--- src/rtl/mfg_pkg.sv ---
package mfg_pkg;

    localparam int INFO_W = 3;

    localparam logic [INFO_W-1:0] INFO_TWO  = 3'd2;
    localparam logic [INFO_W-1:0] INFO_FOUR = 3'd4;

    typedef enum logic [1:0] {
        MF_OFF   = 2'd0,
        MF_ARMED = 2'd1,
        MF_RUN   = 2'd2
    } mf_state_t;

    function automatic logic is_marked_info(input logic [INFO_W-1:0] code);
        return (code == INFO_TWO) || (code == INFO_FOUR);
    endfunction

endpackage

--- src/rtl/mfg_ctrl.sv ---
module mfg_ctrl
    import mfg_pkg::*;
(
    input  logic              clk,
    input  logic              rst_n,
    input  logic              cfg_wr,
    input  logic              cfg_enable,
    input  logic              link_active,
    input  logic [INFO_W-1:0] info_state,
    output logic              run,
    output logic              cnt_clear
);

    mf_state_t         state_q;
    mf_state_t         state_d;
    logic [INFO_W-1:0] info_prev_q;
    logic              wr_ok;
    logic              marked;
    logic              info2_edge;

    assign wr_ok      = cfg_wr && !link_active;
    assign marked     = is_marked_info(info_state);
    assign info2_edge = (info_state == INFO_TWO) && (info_prev_q != INFO_TWO);

    // next-state decision
    always_comb begin
        state_d = state_q;
        unique case (state_q)
            MF_OFF: begin
                if (wr_ok && cfg_enable) state_d = MF_ARMED;
            end
            MF_ARMED: begin
                if (wr_ok && !cfg_enable) state_d = MF_OFF;
                else if (marked)          state_d = MF_RUN;
            end
            MF_RUN: begin
                if (wr_ok && !cfg_enable) state_d = MF_OFF;
                else if (!marked)         state_d = MF_ARMED;
            end
            default: state_d = MF_OFF;
        endcase
    end

    // state register
    always_ff @(posedge clk or negedge rst_n) begin
        if (!rst_n) begin
            state_q     <= MF_OFF;
            info_prev_q <= '0;
        end else begin
            state_q     <= state_d;
            info_prev_q <= info_state;
        end
    end

    // outputs
    always_comb begin
        run       = (state_q == MF_RUN);
        cnt_clear = (state_q != MF_RUN) || (state_d != MF_RUN) || info2_edge;
    end

endmodule

--- src/rtl/mfg_frame_cnt.sv ---
module mfg_frame_cnt #(
    parameter int FRAMES = 20,
    localparam int CNT_W = $clog2(FRAMES)
) (
    input  logic             clk,
    input  logic             rst_n,
    input  logic             clear,
    input  logic             advance,
    output logic [CNT_W-1:0] idx,
    output logic             at_last
);

    localparam logic [CNT_W-1:0] LAST = CNT_W'(FRAMES - 1);

    logic [CNT_W-1:0] idx_q;

    assign at_last = (idx_q == LAST);
    assign idx     = idx_q;

    always_ff @(posedge clk or negedge rst_n) begin
        if (!rst_n) begin
            idx_q <= '0;
        end else if (clear) begin
            idx_q <= '0;
        end else if (advance) begin
            idx_q <= at_last ? '0 : idx_q + 1'b1;
        end
    end

endmodule

--- src/rtl/mfg_marker_dec.sv ---
module mfg_marker_dec #(
    parameter int FRAMES = 20,
    parameter int PERIOD = 5,
    localparam int CNT_W = $clog2(FRAMES),
    localparam int SLOTS = FRAMES / PERIOD,
    localparam int NIB_W = (SLOTS > 1) ? $clog2(SLOTS) : 1
) (
    input  logic             run,
    input  logic             strobe,
    input  logic             at_last,
    input  logic [CNT_W-1:0] idx,
    output logic             fa_invert,
    output logic             m_bit,
    output logic             nibble_load,
    output logic [NIB_W-1:0] nibble_sel,
    output logic             mf_end
);

    logic [SLOTS-1:0] hit;
    logic [NIB_W-1:0] enc;

    // one compare per marker slot
    for (genvar s = 0; s < SLOTS; s++) begin : g_slot
        assign hit[s] = (idx == CNT_W'(s * PERIOD));
    end

    always_comb begin
        enc = '0;
        for (int s = 0; s < SLOTS; s++) begin
            if (hit[s]) enc = enc | NIB_W'(s);
        end
    end

    always_comb begin
        fa_invert   = run && (|hit);
        m_bit       = run && hit[0];
        nibble_load = run && (|hit);
        nibble_sel  = (run && (|hit)) ? enc : '0;
        mf_end      = run && strobe && at_last;
    end

endmodule

--- src/rtl/mf_marker_gen.sv ---
module mf_marker_gen
    import mfg_pkg::*;
#(
    parameter int FRAMES = 20,
    parameter int PERIOD = 5,
    localparam int CNT_W = $clog2(FRAMES),
    localparam int SLOTS = FRAMES / PERIOD,
    localparam int NIB_W = (SLOTS > 1) ? $clog2(SLOTS) : 1
) (
    input  logic              clk,
    input  logic              rst_n,
    input  logic              frame_strobe,
    input  logic              cfg_wr,
    input  logic              cfg_enable,
    input  logic              link_active,
    input  logic [INFO_W-1:0] info_state,
    output logic              fa_invert,
    output logic              m_bit,
    output logic              nibble_load,
    output logic [NIB_W-1:0]  nibble_sel,
    output logic [CNT_W-1:0]  frame_index,
    output logic              marker_active,
    output logic              mf_end
);

    logic run;
    logic cnt_clear;
    logic at_last;

    mfg_ctrl u_ctrl (
        .clk        (clk),
        .rst_n      (rst_n),
        .cfg_wr     (cfg_wr),
        .cfg_enable (cfg_enable),
        .link_active(link_active),
        .info_state (info_state),
        .run        (run),
        .cnt_clear  (cnt_clear)
    );

    mfg_frame_cnt #(.FRAMES(FRAMES)) u_cnt (
        .clk    (clk),
        .rst_n  (rst_n),
        .clear  (cnt_clear),
        .advance(run && frame_strobe),
        .idx    (frame_index),
        .at_last(at_last)
    );

    mfg_marker_dec #(.FRAMES(FRAMES), .PERIOD(PERIOD)) u_dec (
        .run        (run),
        .strobe     (frame_strobe),
        .at_last    (at_last),
        .idx        (frame_index),
        .fa_invert  (fa_invert),
        .m_bit      (m_bit),
        .nibble_load(nibble_load),
        .nibble_sel (nibble_sel),
        .mf_end     (mf_end)
    );

    assign marker_active = run;

endmodule

--- config.mk ---
export PLATFORM = sky130hd
export DESIGN_NAME = mf_marker_gen
export DESIGN_NICKNAME = d
export VERILOG_FILES = /design/src/rtl/mfg_pkg.sv /design/src/rtl/mfg_ctrl.sv /design/src/rtl/mfg_frame_cnt.sv /design/src/rtl/mfg_marker_dec.sv /design/src/rtl/mf_marker_gen.sv
export SDC_FILE = /design/constraint.sdc
export NUM_CORES = 1
export LEC_CHECK = 0
export BUFFER_PORTS_ARGS = -buffer_cell sky130_fd_sc_hd__clkbuf_2
export CELL_PAD_IN_SITES_DETAIL_PLACEMENT = 2
export CELL_PAD_IN_SITES_GLOBAL_PLACEMENT = 2
export CORE_UTILIZATION = 28
export DETAILED_ROUTE_END_ITERATION = 7
export GPL_ROUTABILITY_DRIVEN = 0
export GPL_TIMING_DRIVEN = 0
export PLACE_DENSITY = 0.81
export SYNTH_ARGS = -nofsm -noshare
export SYNTH_HDL_FRONTEND = slang
export SYNTH_SLANG_ARGS = --single-unit
--- constraint.sdc ---
create_clock -name clk -period 2 [get_ports clk]
set_clock_uncertainty 0.2 [all_clocks]
set_input_delay 0.1 -clock clk [delete_from_list [all_inputs] [get_ports clk]]
set_output_delay 0.1 -clock clk [all_outputs]
set_load 0.03 [all_outputs]
; ---- Word-level counts from Yosys, hierarchy flattened
; Index checks and enable logic that the tools add are counted.
; W data, S select, Z words.
[word_totals]
ff_bits = 10
elab_cells = 45
[op_classes]
add_sub_neg = 1
n_eq_ne = 11
muxes = 13
reduce_logical = 17
[ops]
columns = cell, n
row1 = $mux W2, 8
row2 = $mux W5, 3
row3 = $eq A5 B4 Y1 const B, 2
row4 = $logic_and A1 B1 Y1, 8
row5 = $pmux W2 S3, 1
row6 = $add A5 B1 Y5 const B, 1
row7 = $eq A5 B3 Y1 const B, 1
row8 = $eq A5 B5 Y1 const B, 1
row9 = $logic_not A5 Y1, 1
row10 = $ne A2 B2 Y1 const B, 2
row11 = $reduce_or A4 Y1, 1
row12 = $eq A3 B2 Y1 const B, 1
row13 = $eq A3 B3 Y1 const B, 1
row14 = $logic_or A1 B1 Y1, 3
row15 = $ne A3 B2 Y1 const B, 1
row16 = $eq A2 B1 Y1 const B, 1
row17 = $eq A2 B2 Y1 const B, 1
row18 = $logic_not A1 Y1, 2
row19 = $logic_not A2 Y1, 1
row20 = $reduce_bool A2 Y1, 1
row21 = $mux W1, 1

; ---- Longest topological paths before layout
[depth]
depth_word = 9
mapped_depth = 6
depth_no_buf = 5

; ---- Cells and area by module
; A second synthesis with hierarchy kept.
[hier_totals]
hier_cells = 56
area_unflattened_um2 = 559.3
[by_module_without_submodules]
columns = module, n_inst, cells_per_inst, area_each_um2, seq_area_each_um2
row1 = mfg_frame_cnt, 1, 25, 262.8, 125.1
row2 = mfg_ctrl, 1, 18, 219.0, 125.1
row3 = mfg_marker_dec, 1, 12, 71.3, 0.0
row4 = mf_marker_gen, 1, 1, 6.3, 0.0

; ---- Worst setup path before layout
; Ideal clock, no wire load.
[synth_timing]
path_type = register -> output
from = register u_cnt.idx_q[1] (netlist: u_cnt.idx[1])
to = output port nibble_load
arrival_time_ps = 2022
t_required_ps = 1700
path_slack_ps = -322
stages_incl_launch_ff = 7
n_path_buf = 1
path_cell_list = dfrtp_1 ha_1 and3_1 ha_1 a31oi_1 a21oi_1 buf_4
[synth_via]
elab_chain_cells = 3
elab_cells_between_ends = 6
cone_classes = 3 x eq/ne / 3 x reduce/logical
[synth_rtl]
columns = element, line_no
row1 = "start, declared", mfg_frame_cnt.sv:15  ; logic [CNT_W-1:0] idx_q;
row2 = "start signal, assigned", mfg_frame_cnt.sv:26  ; idx_q <= at_last ? '0 : idx_q + 1'b1;
row3 = $eq A5 B3 Y1 (tied with other cells), mfg_marker_dec.sv:24  ; assign hit[s] = (idx == CNT_W'(s * PERIOD));
row4 = $reduce_or A4 Y1 (*), n/a
row5 = $logic_and A1 B1 Y1 (*), n/a
row6 = "end, declared", mf_marker_gen.sv:19  ; output logic nibble_load,
; Every way passes the cells marked *; elsewhere a longest branch is shown, timed or not.

; ---- Worst setup path in the final report
[layout_timing]
from = register u_cnt.idx_q[0] (netlist: u_cnt.idx[0])
to = output port nibble_load
[layout_via]
elab_chain_cells = 3
elab_cells_between_ends = 6
cone_classes = 3 x eq/ne / 3 x reduce/logical
[layout_rtl]
columns = element, line_no
row1 = $eq A5 B3 Y1 (tied with other cells), mfg_marker_dec.sv:24
row2 = $reduce_or A4 Y1 (*), mfg_marker_dec.sv:37  ; nibble_load = run && (|hit);
row3 = $logic_and A1 B1 Y1 (*), mfg_marker_dec.sv:37
; Marks and branches as above.

==> flow_metrics.py <==
metrics = {
    "outcome": {
        "status": "finished with violations",
        "violations": "setup timing",
    },
    "grt": {
        "grt_max_degree": 11,
        "gr-total-overflow": 0,
        "grt_use_total": 0.215,
        "antenna_found_initial": 0,
        "grt_pass1_wl_um": 3700,
        "grt_pass1_vias": 689,
    },
    "timing": {
        "hold_viol": 0,
        "rsz0062_at_grt": "yes",
        "period_minus_slack_ns": 2.08,
        "relSlewSlack": 0.718,
        "finalSetupViolCount": 3,
        "period_share": 1.04,
        "max_freq_mhz": 481,
        "fin_setup_tns_ns": -0.121,
        "finalWorstSetupSlack_ns": -0.0782,
        "slew_viol_final": 0,
        "holdWs_ns": 0.0228,
        "tightest_slew_ns": 0.422,
    },
    "cts": {
        "clkSlewWorstSetupHoldPaths_ns": 0.08,
        "cts_tree": "done",
        "insertion_delay_ns": 0.28,
        "cts_made_buffers": 3,
        "h-tree-depth": 1,
        "clk_path_buf_depth": 2,
        "cts.sinks": 10,
        "cts_root_buffer": "clkbuf_4",
    },
    "logic_synthesis": {
        "synth_edf_count": 0,
        "yosysUniqueCellTypes": 28,
        "yosysSeqAreaShare": 0.394,
        "synthCells": 67,
        "avgSynthCellArea_um2": 9.49,
        "yosysWarningCount": 0,
        "yosys_register_bits": 10,
        "syn_area_um2": 636,
        "ys.flop_type": "dfrtp_1",
        "yosysTopAreaCellShare": 0.394,
        "post-synth-top-count-cell": "dfrtp_1",
        "synthArstFlopShare": 1.00,
        "ys_top_cells_by_count": "dfrtp_1 (10), a211oi_1 (6), inv_1 (6)",
        "syn-num-nets": 81,
        "yosys-top-cells-area": "dfrtp_1 (39%), ha_1 (9.8%), a211oi_1 (7.1%), o21ai_0 (3.9%), inv_1 (3.5%)",
        "synth_top_area_cell": "dfrtp_1",
    },
    "routing": {
        "ant_nets": 0,
        "wl_per_cell_um": 18.3,
        "initialDrtViolationCount": 3,
        "dr.pass1.iters": 4,
        "remaining_drc_errors": 0,
        "vias_per_cell": 4.93,
        "drt_wl_total_um": 2320,
        "vias": 626,
    },
    "floorplan": {
        "die_h_um": 49.6,
        "row_count": 16,
        "initial_utilization": 0.311,
        "die_w_um": 49.6,
        "ios": 21,
        "die-area_um2": 2460,
        "core_area_um2": 2040,
    },
    "worst_setup_path": {
        "worst_r2r_path_depth": 3,
        "arrival_ns": 1.78,
        "critical_path_class": "flop to output pin",
        "crit_required_ns": 1.70,
        "reg2reg_from": "u_ctrl.info_prev_q[0]",
        "ff2ff_setup_slack_ns": 0.20,
        "cp_max_fo": 3,
        "reg2reg_to": "u_cnt.idx[1]",
        "cp-end-kind": "output pin",
        "startpoint_type": "flop",
    },
    "power_and_ir_drop": {
        "ir_worst_vdd_mv": 0.411,
        "p_leak_nw": 0.428,
        "p_per_area_nw_per_um2": 581,
    },
    "finish": {
        "layout-drive-gt1-share": 0.490,
        "layout.nets": 115,
        "instances_no_fill": 127,
        "area_growth_pct": 65.4,
        "final_util": 0.515,
        "diodes": 0,
    },
    "job": {
        "maxCapViolCount": 0,
    },
    "placement": {
        "dp_hpwl_um": 1490,
        "pre_cts_slack_ns": -0.138,
        "post-place-cells": 114,
        "port_buffers": 20,
    },
    "min_path": {
        "hp-class": "input port to flop",
        "whs_path_depth": 4,
        "hold_path.startpoint": "link_active",
        "min_to": "u_ctrl.state_q[0]",
    },
}
## sequential cells by signal (all words and copies together) (netlist names)
signal	flops
u_cnt.idx	5
u_ctrl.info_prev_q	3
u_ctrl.state_q	2
## worst max-delay path: stages, from the launching register on
cell and delay (ns):
dfrtp_2 0.44, ha_4 0.18, and3_4 0.18, ha_4 0.16, a31oi_4 0.20, a21oi_4 0.09, buf_6 0.12, buf_8 0.12
## per-stage QoR
step | power, mW | instance area [µm²]
final | 0.611 | 1050
after global routing | 0.648 | 1050
after floorplan | 0.340 | 664
after CTS | 0.601 | 1010
after global placement | 0.380 | 798
after detailed placement | 0.387 | 798
## layer usage
metal | vias up | global-route usage | routed length (µm)
li1 | 310 | - | -
met4 | 0 | 0.0857 | 21
met3 | 3 | 0.0556 | 63
met1 | 304 | 0.261 | 1010
met2 | 9 | 0.358 | 1230
met5 | - | 0 | 0
## cell usage in the layout (no fill, tap or decap), types with 2 or more instances in the layout
master / count
nor2b_1: 2
dfrtp_2: 3
o21ai_0: 5
ha_4: 4
dfrtp_1: 7
nand3b_1: 2
buf_6: 3
clkbuf_2: 16
clkbuf_4: 4
dlygate4sd3_1: 4
buf_4: 4
nor2_1: 4
inv_1: 4
clkbuf_8: 3
nand2_1: 3
nand3_1: 3
xnor2_1: 2
a211oi_1: 5
## worst max path at each step
stage	startpoint	endpoint	slack [ns]
global placement	u_cnt.idx[0]	nibble_load	-0.05
detailed placement	u_cnt.idx[0]	nibble_load	-0.14
CTS	u_cnt.idx[1]	nibble_load	-0.09
finish	u_cnt.idx[0]	nibble_load	-0.08
global route	u_cnt.idx[0]	nibble_load	-0.13
floorplan	u_cnt.idx[0]	nibble_load	-0.06
## timing repair
action	in CTS	in global routing
setup buffers	4	2
pin swaps	3	3
hold endpoints to repair	14	0
cloned	0	0
setup endpoints to repair	5	6
hold buffers	4	0
resized for setup	27	7
## cell families after synthesis
family,after synthesis,synth area share
buffers and inverters,8,0.0531
AO/OA/AOI/OAI,16,0.169
XOR/XNOR,2,0.0276
multiplexers,1,0.0177
AND/OR/NAND/NOR,25,0.240
adder cells (fa/ha/maj),5,0.0984
flip-flops,10,0.394
## power breakdown
part,switching (mW),internal (mW),total (mW)
clock network,0.0864,0.111,0.197
logic,0.0901,0.0804,0.170
registers,0.0244,0.219,0.243
total,0.201,0.410,0.611
## area by class of cell
type | count | area [µm²]
plain buffers | 1 | 11.3
clock buffers | 4 | 36.3
fillers | 226 | 991
inverters | 6 | 30.0
multi-input cells | 49 | 463
flip-flops and latches | 10 | 254
well taps | 27 | 33.8
repair buffers | 30 | 223
(Power assumes the default switching activity.)
